[config.mk]
export PLATFORM = sky130hd
export DESIGN_NAME = hw_loop_ctrl
export DESIGN_NICKNAME = d
export VERILOG_FILES = /design/src/rtl/hwl_pkg.sv /design/src/rtl/hwl_window.sv /design/src/rtl/hwl_regs.sv /design/src/rtl/hw_loop_ctrl.sv
export SDC_FILE = /design/constraint.sdc
export NUM_CORES = 1
export LEC_CHECK = 0
export BUFFER_PORTS_ARGS = -buffer_cell sky130_fd_sc_hd__buf_2
export CAP_MARGIN = 5
export CORE_UTILIZATION = 57
export DETAILED_ROUTE_END_ITERATION = 7
export PLACE_DENSITY = 0.82
export SYNTH_ARGS = -nofsm -noshare
export SYNTH_HDL_FRONTEND = slang
export SYNTH_SLANG_ARGS = --single-unit
export TNS_END_PERCENT = 10
[constraint.sdc]
create_clock -name clk -period 10.85 [get_ports clk]
set_input_delay 1.6275 -clock clk [delete_from_list [all_inputs] [get_ports clk]]
set_output_delay 1.6275 -clock clk [all_outputs]
set_load 0.01 [all_outputs]
[src/rtl/hwl_pkg.sv]
package hwl_pkg;
  typedef enum logic [3:0] {
    IC_OTHER   = 4'd0,
    IC_FLOW    = 4'd1,
    IC_SETCNT  = 4'd2,
    IC_LDS_REG = 4'd3,
    IC_LDE_REG = 4'd4,
    IC_LDS_MEM = 4'd5,
    IC_LDE_MEM = 4'd6,
    IC_STS_MEM = 4'd7,
    IC_STE_MEM = 4'd8,
    IC_RDS     = 4'd9,
    IC_RDE     = 4'd10,
    IC_LDSR    = 4'd11
  } iclass_e;

  typedef enum logic [1:0] {RN_HOLD, RN_INC, RN_DEC} rn_op_e;

  function automatic logic is_banned(input iclass_e c);
    return (c == IC_FLOW) || (c == IC_SETCNT) || (c == IC_LDS_REG) ||
           (c == IC_LDE_REG) || (c == IC_LDS_MEM) || (c == IC_LDE_MEM) ||
           (c == IC_LDSR);
  endfunction
endpackage

[src/rtl/hwl_window.sv]
module hwl_window #(
  parameter int AW    = 16,
  parameter int STEP  = 2,
  parameter int TAIL  = 3
) (
  input  logic [AW-1:0] start_q,
  input  logic [AW-1:0] end_q,
  input  logic [AW-1:0] pc,
  input  logic          active,
  output logic          in_win
);
  localparam int SPAN = (TAIL - 1) * STEP;

  logic [AW-1:0] tail_lo;
  logic [AW-1:0] lo;

  always_comb begin
    tail_lo = (end_q >= AW'(SPAN)) ? end_q - AW'(SPAN) : '0;
    lo      = (start_q > tail_lo) ? start_q : tail_lo;
    in_win  = active && (pc >= lo) && (pc <= end_q);
  end
endmodule

[src/rtl/hwl_regs.sv]
module hwl_regs
  import hwl_pkg::*;
#(
  parameter int AW          = 16,
  parameter int LOAD_STATES = 4,
  parameter int WORD_BYTES  = 4
) (
  input  logic          clk,
  input  logic          rst,
  input  logic          we_start,
  input  logic          we_end,
  input  logic [AW-1:0] wdata,
  input  logic          rd_en,
  input  logic          rd_sel_end,
  input  rn_op_e        rn_op,
  input  logic [AW-1:0] rn_in,
  output logic [AW-1:0] start_q,
  output logic [AW-1:0] end_q,
  output logic          both_loaded,
  output logic          busy,
  output logic [AW-1:0] rd_data,
  output logic [AW-1:0] rn_next
);
  localparam int BW = $clog2(LOAD_STATES + 1);

  logic          s_ld_q, e_ld_q;
  logic [BW-1:0] busy_cnt;

  always_ff @(posedge clk) begin
    if (rst) begin
      start_q  <= '0;
      end_q    <= '0;
      s_ld_q   <= 1'b0;
      e_ld_q   <= 1'b0;
      busy_cnt <= '0;
      rd_data  <= '0;
      rn_next  <= '0;
    end else begin
      if (we_start) begin
        start_q <= wdata;
        s_ld_q  <= 1'b1;
      end
      if (we_end) begin
        end_q  <= wdata;
        e_ld_q <= 1'b1;
      end
      if (we_start || we_end)
        busy_cnt <= BW'(LOAD_STATES);
      else if (busy_cnt != '0)
        busy_cnt <= busy_cnt - 1'b1;
      if (rd_en)
        rd_data <= rd_sel_end ? end_q : start_q;
      case (rn_op)
        RN_INC:  rn_next <= rn_in + AW'(WORD_BYTES);
        RN_DEC:  rn_next <= rn_in - AW'(WORD_BYTES);
        default: rn_next <= rn_next;
      endcase
    end
  end

  assign both_loaded = s_ld_q && e_ld_q;
  assign busy        = (busy_cnt != '0);

  a_r8_busy_countdown: assert property (@(posedge clk) disable iff (rst)
    (busy_cnt != '0) |=> (busy_cnt == $past(busy_cnt) - 1'b1) || (busy_cnt == BW'(LOAD_STATES)));

  a_r9_post_increment: assert property (@(posedge clk) disable iff (rst)
    (rn_op == RN_INC) |=> (rn_next == $past(rn_in) + AW'(WORD_BYTES)));

  a_r9_pre_decrement: assert property (@(posedge clk) disable iff (rst)
    (rn_op == RN_DEC) |=> (rn_next == $past(rn_in) - AW'(WORD_BYTES)));
endmodule

[src/rtl/hw_loop_ctrl.sv]
module hw_loop_ctrl
  import hwl_pkg::*;
#(
  parameter int AW          = 16,
  parameter int CW          = 8,
  parameter int STEP        = 2,
  parameter int TAIL        = 3,
  parameter int LOAD_STATES = 4,
  parameter int WORD_BYTES  = 4
) (
  input  logic          clk,
  input  logic          rst,
  input  logic          ret_valid,
  input  logic [AW-1:0] ret_pc,
  input  logic [3:0]    ret_class,
  input  logic [AW-1:0] ret_data,
  input  logic [AW-1:0] ret_rn,
  output logic          redirect_valid,
  output logic [AW-1:0] redirect_target,
  output logic          illegal_exc,
  output logic          order_err,
  output logic          gap_err,
  output logic          busy,
  output logic [CW-1:0] loop_count,
  output logic [AW-1:0] rd_data,
  output logic [AW-1:0] rn_next
);
  iclass_e       cls;
  logic [AW-1:0] start_q, end_q;
  logic          both_loaded, in_win, active;
  logic          illegal, ok, set_req, set_ok, at_end, need_gap_q;
  logic          we_start, we_end, rd_en, rd_sel_end;
  rn_op_e        rn_op;
  logic [CW-1:0] cnt_n;

  assign active = (loop_count != '0);

  hwl_window #(.AW(AW), .STEP(STEP), .TAIL(TAIL)) i_win (
    .start_q(start_q), .end_q(end_q), .pc(ret_pc), .active(active), .in_win(in_win)
  );

  always_comb begin
    cls        = iclass_e'(ret_class);
    illegal    = ret_valid && in_win && is_banned(cls);
    ok         = ret_valid && !illegal;
    set_req    = ok && (cls == IC_SETCNT);
    set_ok     = set_req && both_loaded;
    at_end     = ok && active && (ret_pc == end_q);
    we_start   = ok && ((cls == IC_LDS_REG) || (cls == IC_LDS_MEM));
    we_end     = ok && ((cls == IC_LDE_REG) || (cls == IC_LDE_MEM));
    rd_en      = ok && ((cls == IC_STS_MEM) || (cls == IC_STE_MEM) ||
                        (cls == IC_RDS) || (cls == IC_RDE));
    rd_sel_end = (cls == IC_STE_MEM) || (cls == IC_RDE);
    if (ok && ((cls == IC_LDS_MEM) || (cls == IC_LDE_MEM)))
      rn_op = RN_INC;
    else if (ok && ((cls == IC_STS_MEM) || (cls == IC_STE_MEM)))
      rn_op = RN_DEC;
    else
      rn_op = RN_HOLD;
    if (set_ok)
      cnt_n = ret_data[CW-1:0];
    else if (at_end)
      cnt_n = loop_count - 1'b1;
    else
      cnt_n = loop_count;
  end

  hwl_regs #(.AW(AW), .LOAD_STATES(LOAD_STATES), .WORD_BYTES(WORD_BYTES)) i_regs (
    .clk(clk), .rst(rst), .we_start(we_start), .we_end(we_end), .wdata(ret_data),
    .rd_en(rd_en), .rd_sel_end(rd_sel_end), .rn_op(rn_op), .rn_in(ret_rn),
    .start_q(start_q), .end_q(end_q), .both_loaded(both_loaded), .busy(busy),
    .rd_data(rd_data), .rn_next(rn_next)
  );

  always_ff @(posedge clk) begin
    if (rst) begin
      loop_count      <= '0;
      need_gap_q      <= 1'b0;
      redirect_valid  <= 1'b0;
      redirect_target <= '0;
      illegal_exc     <= 1'b0;
      order_err       <= 1'b0;
      gap_err         <= 1'b0;
    end else begin
      loop_count      <= cnt_n;
      redirect_valid  <= at_end && (loop_count > CW'(1));
      redirect_target <= start_q;
      illegal_exc     <= illegal;
      order_err       <= set_req && !both_loaded;
      gap_err         <= ret_valid && need_gap_q && (ret_pc == start_q);
      if (set_ok)
        need_gap_q <= 1'b1;
      else if (ret_valid)
        need_gap_q <= 1'b0;
    end
  end

  a_r4_exc_blocks_redirect: assert property (@(posedge clk) disable iff (rst)
    illegal_exc |-> !redirect_valid);

  a_r4_exc_keeps_count: assert property (@(posedge clk) disable iff (rst)
    illegal_exc |-> (loop_count == $past(loop_count)));

  a_r1_order_keeps_count: assert property (@(posedge clk) disable iff (rst)
    order_err |-> (loop_count == $past(loop_count)));

  a_r6_redirect_decrements: assert property (@(posedge clk) disable iff (rst)
    redirect_valid |-> (loop_count == $past(loop_count) - CW'(1)));

  a_r6_redirect_single: assert property (@(posedge clk) disable iff (rst)
    $onehot0({redirect_valid, illegal_exc, order_err}));
endmodule

==> impl_results.md <==
- Status: finished clean
- First-pass GRT wire length: 26700 um
- # DRC: 0
- RSZ-0062 raised after global routing: no
- Clk buf depth: 2
- Share of the synthesized area in the top cell type: 0.313
- Final Hold Slack: 472 ps
- Crit path max fanout: 16
- Slew HR: 0.193
- Setup Skew: 12.9 ps
- PnR worst setup slack: 1050 ps
- Uppermost layer routed: met4
- Initial antenna violation count: 0
- Worst Hold Class: reg -> reg
- Top FF cell, synth: dfxtp_1
- CTS tree: done
- Post-synth ARST share: 0
- Row cnt: 37
- Slowest-stage cell, CP: a21oi_1
- Crit Path Class: reg -> reg
- Vias per cell: 5.80
- Final setup TNS: 0 ps
- Io pins: 116
- Detail Placement HPWL: 12700 um
- Proportion of layout cells with a drive suffix above 1: 0.205
- CTS Root Cell: clkbuf_8
- Core Area: 10500 um^2
- Dominant cell type by area after synthesis: dfxtp_1
- Pwr Total: 0.874 mW
- Fin crit period: 9800 ps
- F_max: 102 MHz
- Post-Syn Area: 6260 um^2
- Routability-driven placement congestion ratio: 0.922
- Hold_buf cts: 0
- Synth top area cells: dfxtp_1 (31%), ha_1 (13%), mux2i_1 (9.6%)
- Lkg Pwr: 3.52 nW
- CP Launch Type: flip-flop
- Die Y: 107 um
- Pre-CTS setup slack: 1280 ps
- Most common cell after layout, fill and taps aside: buf_2
- Insertion delay to the later sink of the worst-skew pair: 390 ps
- Max capacitance violation total: 0
- Netlist cell types: 59
- DIE AREA: 11400 um^2
- Slew at the pin with the worst max-slew slack: 1210 ps
- Metal-1 WL: 7240 um
- Final instance area: 7140 um^2
- Post-DR wirelength/cell: 17.5 um
- Initial DRC Count: 254
- CTS Buf Count: 9
- Final global-route overflow total: 0
- Sink Count: 98
- Total GRT Usage: 0.303
- Cell Area, Placed: 6930 um^2
- Mean Syn Cell Area: 9.07 um^2
- Final Slew Violations: 0
- IO Port Bufs: 115
- Worst EP arrival: 10060 ps
- Synthesis-to-finish area growth: 14.0%
- Post-synth EDFFs: 0
- Via Count: 5430
- Power per Cell Area: 122 nW/um^2
- Net count after synthesis: 813
- Worst VDD drop: 0.000112 V
- WL met3: 792 um
- Diode count: 0
- Horiz. Die Dim: 107 um
- Fillers: 895
- Final period utilization: 0.903
- Synthesized flop and latch total: 98
- Total wire length: 16400 um
- Routed Antenna Nets: 0
- Most frequent cells in the layout: buf_2 (115), dfxtp_1 (98), nor2_1 (82)
- Max incr delay on CP: 910 ps
- Worst path required time: 11110 ps
- PostCTS Resize Cnt: 0
- Largest net degree at the start of global routing: 87
- Synth warn: 0
- Nets: 919
- Postcts setup bufs: 0
- Seq/Total Area, Yosys: 0.313
- Final-report hold violation count: 0
- Worst setup EP type: flip-flop
- Starting density of the core: 0.598
- CTS H-tree depth: 3
- Clock Pin Slew Worst Setup and Hold Paths: 100 ps
- Setup violations, final: 0
- Wire length on met2: 7950 um
- Vias in the first global route: 5499
- DR pass1 iterations: 5
- Cells after Synth: 690
[layer usage]
metal / track usage / vias to the layer above
li1: - / 2669
met5: 0 / -
met4: 0.133 / 0
met3: 0.0584 / 30
met1: 0.364 / 2558
met2: 0.523 / 173
[sequential cells by signal, indices dropped and copies added (netlist names)]
register,cells
i_regs.end_q,16
i_regs.rd_data,16
i_regs.rn_next,16
i_regs.start_q,16
redirect_target,16
loop_count,8
i_regs.busy_cnt,3
gap_err,1
i_regs.e_ld_q,1
i_regs.s_ld_q,1
illegal_exc,1
need_gap_q,1
order_err,1
redirect_valid,1
[cell families (layout without fill, tap and decap cells)]
logic type                 Yosys count  in the layout  share of synthesized area
AOI/OAI and AO/OA                  135            135                      0.152
xor gates and xnor gates            42             42                     0.0588
adders and majority gates           68             68                      0.137
buffers and inverters               73            184                     0.0490
DFF                                 98             98                      0.313
muxes                               79             79                      0.135
and+or+nand+nor                    195            195                      0.155
[Yosys cell counts, drive strengths merged, types with 3 or more instances]
| cell | number |
|---|---|
| a211oi | 17 |
| a21boi | 3 |
| a21o | 21 |
| a21oi | 37 |
| and2 | 4 |
| buf | 9 |
| clkbuf | 14 |
| dfxtp | 98 |
| ha | 67 |
| inv | 49 |
| mux2 | 19 |
| mux2i | 60 |
| nand2 | 14 |
| nand2b | 4 |
| nand3 | 11 |
| nand4 | 15 |
| nor2 | 82 |
| nor2b | 32 |
| nor3 | 14 |
| nor4 | 5 |
| o211ai | 3 |
| o21a | 7 |
| o21ai | 16 |
| o31ai | 7 |
| or3 | 6 |
| xnor2 | 29 |
| xor2 | 13 |
[final cells by class]
class,count,area [um^2],share of cell area
sequential,98,1960,0.275
clock buffer,10,138,0.0193
timing repair buffer,118,598,0.0838
multi-input combinational,519,4010,0.562
tap,136,170,0.0238
clock inverter,6,70.1,0.00982
inverter,50,188,0.0263
[worst max-delay path, delay by kind of cell (launching register included)]
family / cells / cell delay, ps
muxes: 2 / 550
xor gates and xnor gates: 1 / 150
buffers and inverters: 2 / 220
AOI/OAI and AO/OA: 18 / 5060
DFF: 1 / 370
and+or+nand+nor: 10 / 2130
adders and majority gates: 4 / 1150
[path summary, 6_finish.rpt]
kind / start / endpoint / slack [ps] / depth (start not counted)
worst max register to register: i_regs.end_q[2] / i_regs.rn_next[14] / 1050 / 37
worst min-delay path: i_regs.rn_next[15] / i_regs.rn_next[15] / 470 / 2
worst min register to register: i_regs.rn_next[15] / i_regs.rn_next[15] / 470 / 2
worst max-delay path: i_regs.end_q[2] / i_regs.rn_next[14] / 1050 / 37
[stage by stage]
step	utilization	std cells
after floorplan	-	690
after detailed placement	0.662	921
after global placement	0.662	921
after CTS	0.682	937
final	0.682	937
after global routing	0.682	937
[power breakdown]
part	internal (mW)	switching (mW)	leakage, nW
logic	0.104	0.133	2.62
clock network	0.115	0.139	0.108
registers	0.373	0.0103	0.794
(Power assumes the default switching activity.)
